==> config.mk <==
export PLATFORM = sky130hd
export DESIGN_NAME = pcfg_port
export DESIGN_NICKNAME = d
export VERILOG_FILES = /design/src/rtl/pcfg_pkg.sv /design/src/rtl/pcfg_bswap.sv /design/src/rtl/pcfg_regfile.sv /design/src/rtl/pcfg_txn_fsm.sv /design/src/rtl/pcfg_port.sv
export SDC_FILE = /design/constraint.sdc
export NUM_CORES = 1
export LEC_CHECK = 0
export ABC_AREA = 1
export BUFFER_PORTS_ARGS = -buffer_cell sky130_fd_sc_hd__buf_2
export CAP_MARGIN = 20
export CORE_MARGIN = 1.5
export CORE_UTILIZATION = 50
export CTS_CLUSTER_DIAMETER = 30
export DETAILED_ROUTE_END_ITERATION = 10
export PLACE_DENSITY_LB_ADDON = 0.12
export SLEW_MARGIN = 20
export SYNTH_ARGS = -nofsm -noshare
export SYNTH_HDL_FRONTEND = slang
export SYNTH_SLANG_ARGS = --single-unit
==> constraint.sdc <==
create_clock -name clk -period 2.5 [get_ports clk]
set_input_delay 0.5 -clock clk [delete_from_list [all_inputs] [get_ports clk]]
set_output_delay 0.5 -clock clk [all_outputs]
set_load 0.03 [all_outputs]
==> src/rtl/pcfg_pkg.sv <==
// Package: shared register select codes and bit positions for the
// configuration access port. Assumes 32-bit registers.
package pcfg_pkg;
    typedef enum logic [1:0] {
        SEL_HOST = 2'd0,
        SEL_CMD  = 2'd1,
        SEL_ADDR = 2'd2,
        SEL_DATA = 2'd3
    } reg_sel_e;

    localparam logic [31:0] ADDR_KEEP_MASK = 32'h80FF_FFFC;
    localparam int HOST_LE_BIT  = 12;
    localparam int ENABLE_BIT   = 31;
    localparam int NOSWAP_BIT   = 0;
    localparam int DEV_LO       = 11;
    localparam int DEV_HI       = 23;
endpackage

==> src/rtl/pcfg_bswap.sv <==
// Conditional byte reversal. Assumes W is a multiple of 8.
// When en is high, byte k of dout is byte (NB-1-k) of din.
module pcfg_bswap #(
    parameter int W = 32
) (
    input  logic         en,
    input  logic [W-1:0] din,
    output logic [W-1:0] dout
);
    localparam int NB = W / 8;

    logic [W-1:0] rev;

    // One lane per byte, mirrored position.
    for (genvar g = 0; g < NB; g++) begin : g_lane
        assign rev[g*8 +: 8] = din[(NB-1-g)*8 +: 8];
    end

    // Select reversed or straight data.
    assign dout = en ? rev : din;
endmodule

==> src/rtl/pcfg_regfile.sv <==
// Holds host configuration, command and configuration address registers.
// Assumes wr_en is a single-cycle strobe and sel is never the data window
// when wr_en is high.
module pcfg_regfile
    import pcfg_pkg::*;
#(
    parameter int W       = 32,
    parameter bit LE_HOST = 1'b1
) (
    input  logic         clk,
    input  logic         rst_n,
    input  logic         wr_en,
    input  reg_sel_e     sel,
    input  logic [W-1:0] wdata,
    output logic [W-1:0] host_q,
    output logic [W-1:0] cmd_q,
    output logic [W-1:0] addr_q
);
    localparam logic [W-1:0] HOST_RST = LE_HOST ? W'(32'h0000_1000) : '0;
    localparam logic [W-1:0] CMD_RST  = LE_HOST ? W'(32'h0001_0001) : '0;
    localparam logic [W-1:0] KEEP     = W'(ADDR_KEEP_MASK);

    // Register update on reset or decoded write.
    always_ff @(posedge clk) begin
        if (!rst_n) begin
            host_q <= HOST_RST;
            cmd_q  <= CMD_RST;
            addr_q <= '0;
        end else if (wr_en) begin
            case (sel)
                SEL_HOST: host_q <= wdata;
                SEL_CMD:  cmd_q  <= wdata;
                SEL_ADDR: addr_q <= wdata & KEEP;
                default:  ;
            endcase
        end
    end
endmodule

==> src/rtl/pcfg_txn_fsm.sv <==
// Sequences register bus accesses: plain register accesses finish in one
// cycle; enabled data-window accesses issue one configuration transaction
// and wait for its acknowledge. Assumes reg_req is held until reg_ready and
// dropped right after; cfg_ack is a one-cycle pulse while cfg_req is high.
module pcfg_txn_fsm
    import pcfg_pkg::*;
#(
    parameter int W = 32
) (
    input  logic         clk,
    input  logic         rst_n,
    input  logic         reg_req,
    input  logic         reg_we,
    input  reg_sel_e     reg_sel,
    input  logic         cfg_enable,
    input  logic [W-1:0] plain_rdata,
    input  logic [W-1:0] cfg_wdata_in,
    input  logic [W-1:0] cfg_rdata_in,
    input  logic         cfg_ack,
    output logic         reg_wr_en,
    output logic         reg_ready,
    output logic [W-1:0] reg_rdata,
    output logic         cfg_req,
    output logic         cfg_we,
    output logic [W-1:0] cfg_wdata
);
    typedef enum logic [1:0] {ST_IDLE, ST_CFG, ST_DONE} state_e;
    state_e state;

    logic is_data;
    assign is_data = (reg_sel == SEL_DATA);

    // Plain register writes are applied in the accepting cycle.
    assign reg_wr_en = (state == ST_IDLE) && reg_req && reg_we && !is_data;

    // Access sequencing and response capture.
    always_ff @(posedge clk) begin
        if (!rst_n) begin
            state     <= ST_IDLE;
            reg_ready <= 1'b0;
            reg_rdata <= '0;
            cfg_req   <= 1'b0;
            cfg_we    <= 1'b0;
            cfg_wdata <= '0;
        end else begin
            case (state)
                ST_IDLE: begin
                    if (reg_req) begin
                        if (is_data && cfg_enable) begin
                            cfg_req   <= 1'b1;
                            cfg_we    <= reg_we;
                            cfg_wdata <= cfg_wdata_in;
                            state     <= ST_CFG;
                        end else begin
                            reg_ready <= 1'b1;
                            reg_rdata <= is_data ? '1 : plain_rdata;
                            state     <= ST_DONE;
                        end
                    end
                end
                ST_CFG: begin
                    if (cfg_ack) begin
                        cfg_req   <= 1'b0;
                        reg_ready <= 1'b1;
                        reg_rdata <= cfg_we ? '0 : cfg_rdata_in;
                        state     <= ST_DONE;
                    end
                end
                default: begin
                    reg_ready <= 1'b0;
                    state     <= ST_IDLE;
                end
            endcase
        end
    end

    // request, direction and data stay put until acknowledged.
    assert_cfg_hold_R10: assert property (@(posedge clk) disable iff (!rst_n)
        cfg_req && !cfg_ack |=> cfg_req && $stable(cfg_we) && $stable(cfg_wdata));

    // completion is a single-cycle pulse.
    assert_ready_pulse_R9: assert property (@(posedge clk) disable iff (!rst_n)
        reg_ready |=> !reg_ready);

    // completion only answers a request.
    assert_ready_after_req_R9: assert property (@(posedge clk) disable iff (!rst_n)
        $rose(reg_ready) |-> $past(reg_req));
endmodule

==> src/rtl/pcfg_port.sv <==
// Top: indirect configuration address/data port with CPU-side and
// configuration-side byte-order control. Assumes one register access at a
// time and a configuration space that acknowledges every request.
module pcfg_port
    import pcfg_pkg::*;
#(
    parameter int W       = 32,
    parameter bit LE_HOST = 1'b1
) (
    input  logic         clk,
    input  logic         rst_n,
    input  logic         reg_req,
    input  logic         reg_we,
    input  logic [1:0]   reg_sel,
    input  logic [W-1:0] reg_wdata,
    output logic [W-1:0] reg_rdata,
    output logic         reg_ready,
    output logic         cfg_req,
    output logic         cfg_we,
    output logic [W-1:0] cfg_addr,
    output logic [W-1:0] cfg_wdata,
    input  logic [W-1:0] cfg_rdata,
    input  logic         cfg_ack
);
    reg_sel_e     sel;
    logic [W-1:0] host_q, cmd_q, addr_q;
    logic [W-1:0] wdata_int, wdata_dev, plain_int, plain_out;
    logic [W-1:0] crd_dev, crd_out;
    logic         cpu_swap, dev_swap, wr_en;

    assign sel      = reg_sel_e'(reg_sel);
    assign cpu_swap = !host_q[HOST_LE_BIT];
    assign dev_swap = !cmd_q[NOSWAP_BIT] && (|addr_q[DEV_HI:DEV_LO]);
    assign cfg_addr = addr_q;

    // Plain register readback mux (internal byte order).
    always_comb begin
        case (sel)
            SEL_HOST: plain_int = host_q;
            SEL_CMD:  plain_int = cmd_q;
            SEL_ADDR: plain_int = addr_q;
            default:  plain_int = '1;
        endcase
    end

    pcfg_bswap #(.W(W)) u_sw_cpu_in  (.en(cpu_swap), .din(reg_wdata), .dout(wdata_int));
    pcfg_bswap #(.W(W)) u_sw_cpu_out (.en(cpu_swap), .din(plain_int), .dout(plain_out));
    pcfg_bswap #(.W(W)) u_sw_dev_wr  (.en(dev_swap), .din(wdata_int), .dout(wdata_dev));
    pcfg_bswap #(.W(W)) u_sw_dev_rd  (.en(dev_swap), .din(cfg_rdata), .dout(crd_dev));
    pcfg_bswap #(.W(W)) u_sw_cpu_crd (.en(cpu_swap), .din(crd_dev),   .dout(crd_out));

    pcfg_regfile #(.W(W), .LE_HOST(LE_HOST)) u_regs (
        .clk(clk), .rst_n(rst_n), .wr_en(wr_en), .sel(sel), .wdata(wdata_int),
        .host_q(host_q), .cmd_q(cmd_q), .addr_q(addr_q)
    );

    pcfg_txn_fsm #(.W(W)) u_fsm (
        .clk(clk), .rst_n(rst_n), .reg_req(reg_req), .reg_we(reg_we),
        .reg_sel(sel), .cfg_enable(addr_q[ENABLE_BIT]),
        .plain_rdata(plain_out), .cfg_wdata_in(wdata_dev),
        .cfg_rdata_in(crd_out), .cfg_ack(cfg_ack),
        .reg_wr_en(wr_en), .reg_ready(reg_ready), .reg_rdata(reg_rdata),
        .cfg_req(cfg_req), .cfg_we(cfg_we), .cfg_wdata(cfg_wdata)
    );

    // a configuration transaction only starts with the enable bit set.
    assert_enable_gate_R5: assert property (@(posedge clk) disable iff (!rst_n)
        $rose(cfg_req) |-> cfg_addr[ENABLE_BIT]);

    // the register bus stays held while a transaction is outstanding.
    assert_req_held_R7: assert property (@(posedge clk) disable iff (!rst_n)
        cfg_req |-> reg_req);

    // the address register never holds reserved bits.
    assert_addr_mask_R2: assert property (@(posedge clk) disable iff (!rst_n)
        $changed(cfg_addr) |-> (cfg_addr & ~W'(ADDR_KEEP_MASK)) == '0);
endmodule

=== Word-level counts from Yosys, hierarchy flattened ===
Cells that the tools add are included.

* Mux-type cells: 24
* Reductions and logical operators: 19
* Equal/unequal tests: 8

{| class="wikitable"
|+ Operators by type and width
! operator !! count
|-
| 32-bit two-way mux || 10
|-
| 32-bit one-hot mux with 3 select lines || 1
|-
| 32-bit one-hot mux with 2 select lines || 1
|-
| 13-bit OR reduction || 1
|-
| 2-bit inequality test, second input constant || 4
|-
| 2-bit AND reduction || 4
|-
| 4-bit AND reduction || 2
|-
| 1-bit two-way mux || 6
|-
| 2-bit two-way mux || 3
|-
| 3-bit AND reduction || 2
|-
| 1-bit logical AND || 5
|-
| 2-bit by 1-bit == test with 1-bit output, second input constant || 2
|-
| 2-bit == test, second input constant || 2
|-
| 2-bit zero test || 2
|-
| 1-bit one-hot mux with 2 select lines || 2
|-
| 2-bit one-hot mux with 2 select lines || 1
|-
| 1-bit zero test || 2
|-
| 2-bit nonzero test || 1
|}

* Bits in registers: 156
* Word-level logic and storage cells: 60
* Output and inout port bits: 99

=== Logic depth before layout (Yosys ltp) ===
* Depth after elaboration: 7
* Gate-level depth with buffers: 11
* Gate-level depth less buffers: 10

=== By module ===
From an unflattened synthesis, not the netlist that was laid out.

* Cell total of the unflattened synthesis: 1729
* Area total of the unflattened synthesis: 10039.6 um2

{| class="wikitable"
|+ Modules (own cells, without submodules)
! module !! seq. area each (um2) !! area an instance (um2) !! instances !! cells an instance
|-
| pcfg_regfile || 1741.7 || 3751.1 || 1 || 567
|-
| pcfg_txn_fsm || 1381.3 || 3125.5 || 1 || 486
|-
| pcfg_bswap || 0.0 || 494.2 || 5 || 104
|-
| pcfg_port || 0.0 || 691.9 || 1 || 156
|}

=== Worst setup path before layout ===
Ideal clock, no wire load.

* Path kind: input-to-reg
* Start point: input reg_sel[0]
* End point: register u_fsm.cfg_wdata[28]
* Cell stages on the path: 10
* Slack: 0.892 ns
* Arrival: 1.494 ns
* Cell sequence: buf_2 nand2_2 nor2_2 nand2_2 nor2_4 buf_6 buf_6 nand3_1 o211ai_2 inv_1

* Word-level cells in the longest chain between the ends: 3

{| class="wikitable"
|+ RTL lines
! what !! line !! RTL
|-
| start: declaration || pcfg_port.sv:14 || <nowiki>input logic [1:0] reg_sel,</nowiki>
|-
| 2-bit == test || pcfg_txn_fsm.sv:31 || <nowiki>assign is_data = (reg_sel == SEL_DATA);</nowiki>
|-
| 1-bit logical AND || pcfg_txn_fsm.sv:49 || <nowiki>if (is_data && cfg_enable) begin</nowiki>
|-
| 3-bit AND reduction (no line) || n/a ||
|-
| end signal: assignment || pcfg_txn_fsm.sv:52 || <nowiki>cfg_wdata <= cfg_wdata_in;</nowiki>
|-
| end: declaration || pcfg_txn_fsm.sv:25 || <nowiki>output logic [W-1:0] cfg_wdata</nowiki>
|}

No other way between the ends.
A chain may end at the register's enable or synchronous reset.

=== Worst setup path in the final report ===
* Start point: register u_regs.addr_q[12]
* End point: register u_fsm.reg_rdata[29]

* Word-level cells in the longest chain between the ends: 7

{| class="wikitable"
|+ RTL lines
! what !! line !! RTL
|-
| start: declaration || pcfg_regfile.sv:17 || <nowiki>output logic [W-1:0] addr_q</nowiki>
|-
| start signal: assignment || pcfg_regfile.sv:33 || <nowiki>SEL_ADDR: addr_q <= wdata & KEEP;</nowiki>
|-
| 13-bit OR reduction || pcfg_port.sv:33 || <nowiki>assign dev_swap = !cmd_q[NOSWAP_BIT] && (|addr_q[DEV_HI:DEV_LO]);</nowiki>
|-
| 1-bit logical AND || pcfg_port.sv:33 ||
|-
| 32-bit two-way mux (2 in a row) || pcfg_bswap.sv:20 || <nowiki>assign dout = en ? rev : din;</nowiki>
|-
| 32-bit two-way mux || pcfg_txn_fsm.sv:65 || <nowiki>reg_rdata <= cfg_we ? '0 : cfg_rdata_in;</nowiki>
|-
| 32-bit two-way mux || pcfg_txn_fsm.sv:62 || <nowiki>if (cfg_ack) begin</nowiki>
|-
| 32-bit one-hot mux with 2 select lines || pcfg_txn_fsm.sv:46 || <nowiki>case (state)</nowiki>
|-
| end signal: assignment || pcfg_txn_fsm.sv:56 || <nowiki>reg_rdata <= is_data ? '1 : plain_rdata;</nowiki>
|-
| end signal: assignment || pcfg_txn_fsm.sv:65 ||
|-
| end: declaration || pcfg_txn_fsm.sv:22 || <nowiki>output logic [W-1:0] reg_rdata,</nowiki>
|}

No other way between the ends. The select of a mux whose other input is x is not followed.

==> run_results.csv <==
group,metric,value,unit
setup_path,r2r_start,"u_regs.addr_q[12]$_SDFFE_PN0P_",
sta,hold_viol,0,
floorplanning,chipWidth,131,um
placed_design,io_buffers,160,
synthesis,ys.warnings.count,0,
global_route,grt.overflow.total,0,
global_route,grt_use_total,29.2,%
power,power_frac_comb,15.8,%
setup_path,startpoint,"u_regs.addr_q[12]$_SDFFE_PN0P_",
floorplanning,start_util,51.5,%
synthesis,synth-edff-count,0,
setup_path,crit_end,"u_fsm.reg_rdata[29]$_SDFFE_PN0P_",
clock_network,cts_htree_levels,4,
synthesis,synthCells,1269,
flow_run,maxCapViolCount,0,
status,status,"completed",
clock_network,clkLatencyLatePin,430,ps
power,p_per_area,666,mW/mm^2
placed_design,globalplace.congestion,0.848,
detailed_routing,viasPerCell,5.59,
clock_network,cts_root_buf,"clkbuf_16",
sta,worst_pin_slew,1030,ps
global_route,grt_max_degree,65,
finish,layout_common_cells,"nand2_1, nand3_1, buf_2, dfxtp_1, o21ai_0",
floorplanning,die_y,131,um
detailed_routing,drc,0,
synthesis,seq_area_frac_synth,37.9,%
min_path,hold_path.class,"input pin to flip-flop",
detailed_routing,wire_per_inst,15.9,um
setup_path,path_buf_inv,2,
setup_path,crit_chain,"inv_1 > nand2_1 > nor2_1 > nand2_2 > nand2_2 > buf_4 > nand2_1 > nand3_1 > nand3_1 > a21oi_1",
finish,area_delta_synth_final,17.0,%
power,power_frac_seq,41.3,%
power,switchingPower,1870,uW
detailed_routing,dr_total_vias,8946,
sta,timing.setup.tns,0,ps
clock_network,cts_buffer_depth,2,
setup_path,critPathRequiredTime,2850,ps
sta,max_slew_margin,31.3,%
sta,rsz0062_at_grt,"false",
placed_design,dp.cells,1569,
synthesis,async_reset_ff_share,0,%
setup_path,crit_cells,10,
detailed_routing,drt_wl_total,25.4,mm
global_route,antenna_found_initial,0,
synthesis,synthesis.area,0.00824,mm^2
sta,setup_viol,0,
setup_path,end_kind,"flip-flop",
synthesis,ys_seq_elements,156,
clock_network,numCtsBuffers,17,
finish,layout_commonest_cell,"nand2_1",
placed_design,dp_hpwl,17.2,mm
clock_network,post_cts_resized,0,
floorplanning,core_area,0.0160,mm^2
floorplanning,ios,170,
floorplanning,die_area,0.0173,mm^2
power,ir_drop,0.492,mV
sta,max_freq,478,MHz
clock_network,tritoncts,"done",
finish,antenna_cells,0,
clock_network,clkTransAtPathRegs,60,ps
setup_path,worst_setup_path_start_kind,"flip-flop",
finish,nets,1443,
setup_path,ff2ff_path_depth,10,
clock_network,ctsHoldBuffers,0,
sta,maxSlewViolCount,0,
finish,finalNonFillerCells,1601,
clock_network,cts_sinks,156,
power,sw_frac_of_total,29.1,%
power,p_leak,0.00426,uW
synthesis,syn_avg_cell_area,6.50,um^2
setup_path,critPathKind,"flip-flop to flip-flop",
sta,min_period_over_period,83.7,%
detailed_routing,first_pass_iters,5,
finish,drive_gt1_share,18.0,%
setup_path,rrSetupSlack,410,ps
synthesis,synthFlopType,"dfxtp_1",
detailed_routing,antenna_left,0,
sta,finalCriticalPeriod,2090,ps
power,p_int,4550,uW
setup_path,critPathSlowestCell,"buf_4",
setup_path,path_delay_family,"simple AND/OR/NAND/NOR gates",
power,clockPowerShare,42.9,%
setup_path,slowest_delay,570,ps
clock_network,cts_setup_buffers,0,
global_route,grt_pass1_wl,41.0,mm
floorplanning,fp-row-count,46,
detailed_routing,dr.first_iter.drc_count,807,
setup_path,critPathMaxFanout,64,
global_route,grt_pass1_vias,8324,
setup_path,critical_path_arrival,2440,ps
sta,finClkSkew,9.98,ps
synthesis,synth.distinct_cells,27,
setup_path,reg2reg_to,"u_fsm.reg_rdata[29]$_SDFFE_PN0P_",
==> power by group through the flow <==
stage,Combinational (uW),Sequential [uW],Clock (uW)
final,1010,2650,2760
after floorplan,559,2830,0
after CTS,1010,2650,2790
after global routing,1110,2660,2880
after detailed placement,1000,2700,0
after global placement,994,2700,0
==> layer usage <==
| layer | part of all wire, % | global-route usage [%] | wire length (um) | up-vias |
|---|---|---|---|---|
| li1 | - | - | - | 4408 |
| met4 | 2.9 | 13.1 | 731 | 0 |
| met5 | 0 | 0 | 0 | - |
| met2 | 48 | 48.5 | 12300 | 268 |
| met1 | 44 | 37.7 | 11200 | 4217 |
| met3 | 4.8 | 4.17 | 1210 | 53 |
==> worst min-delay path: stages <==
cell     delay (ps)
buf_2           120
nand2_1          80
a21oi_2          50
==> worst min-delay path by stage <==
stage,startpoint,to,cells after the start
CTS,reg_we,u_fsm.cfg_we$_SDFFE_PN0P_,3
floorplan,u_regs.host_q[26]$_SDFFE_PN0P_,u_regs.host_q[26]$_SDFFE_PN0P_,2
global placement,u_regs.cmd_q[12]$_SDFFE_PN0P_,u_regs.cmd_q[12]$_SDFFE_PN0P_,2
detailed placement,u_regs.cmd_q[12]$_SDFFE_PN0P_,u_regs.cmd_q[12]$_SDFFE_PN0P_,2
finish,reg_we,u_fsm.cfg_we$_SDFFE_PN0P_,3
global route,reg_we,u_fsm.cfg_we$_SDFFE_PN0P_,3
==> metrics by stage <==
step                setup slack, ps  cell area (um^2)  util [%]  power (uW)  hold slack, ps
floorplan                       892              8270         -        3390             425
global placement                253              9020      56.4        3700             434
detailed placement              199              9020      56.4        3710             442
CTS                             451              9650      60.3        6440             358
global route                    190              9650      60.3        6650             384
finish                          408              9650      60.3        6420             372
==> kinds of logic after synthesis <==
kind of cell,share of synthesized area (%)
AOI/OAI and AO/OA,21.7
other,0.0455
buffers and inverters,10.2
and+or+nand+nor,30.2
DFF,37.9
==> final cells by class <==
class                      count  area [um^2]
clock inverter                13          189
inverter                      79          297
sequential                   156         3120
fill                        1645         6350
clock buffer                  19          433
timing repair buffer         183         1020
tap                          216          270
multi-input combinational    935         4310
==> flip-flops by register name, indices dropped and copies added, names as in the netlist <==
name / flops
u_fsm.cfg_wdata: 32
u_fsm.reg_rdata: 32
u_regs.cmd_q: 32
u_regs.host_q: 32
u_regs.addr_q: 23
u_fsm.state: 2
u_fsm.cfg_req: 1
u_fsm.cfg_we: 1
u_fsm.reg_ready: 1
==> synth_stat cells (2+ instances only) <==
cell	n	area [um^2]
nand3_2	2	20.0
nor2_1	38	143
a31oi_1	21	131
o21ai_0	151	756
dfxtp_1	156	3120
buf_1	3	11.3
nor2_4	2	22.5
o21ai_1	13	65.1
nand3_1	173	866
clkbuf_1	53	199
nor2_2	6	37.5
o211ai_1	7	52.6
buf_4	13	97.6
inv_1	67	251
nand2_1	359	1350
inv_2	11	41.3
o211ai_2	5	62.6
a21oi_1	139	696
buf_2	30	150
buf_6	8	90.1
nand2_2	6	37.5
Power figures use the tool's default switching activity.
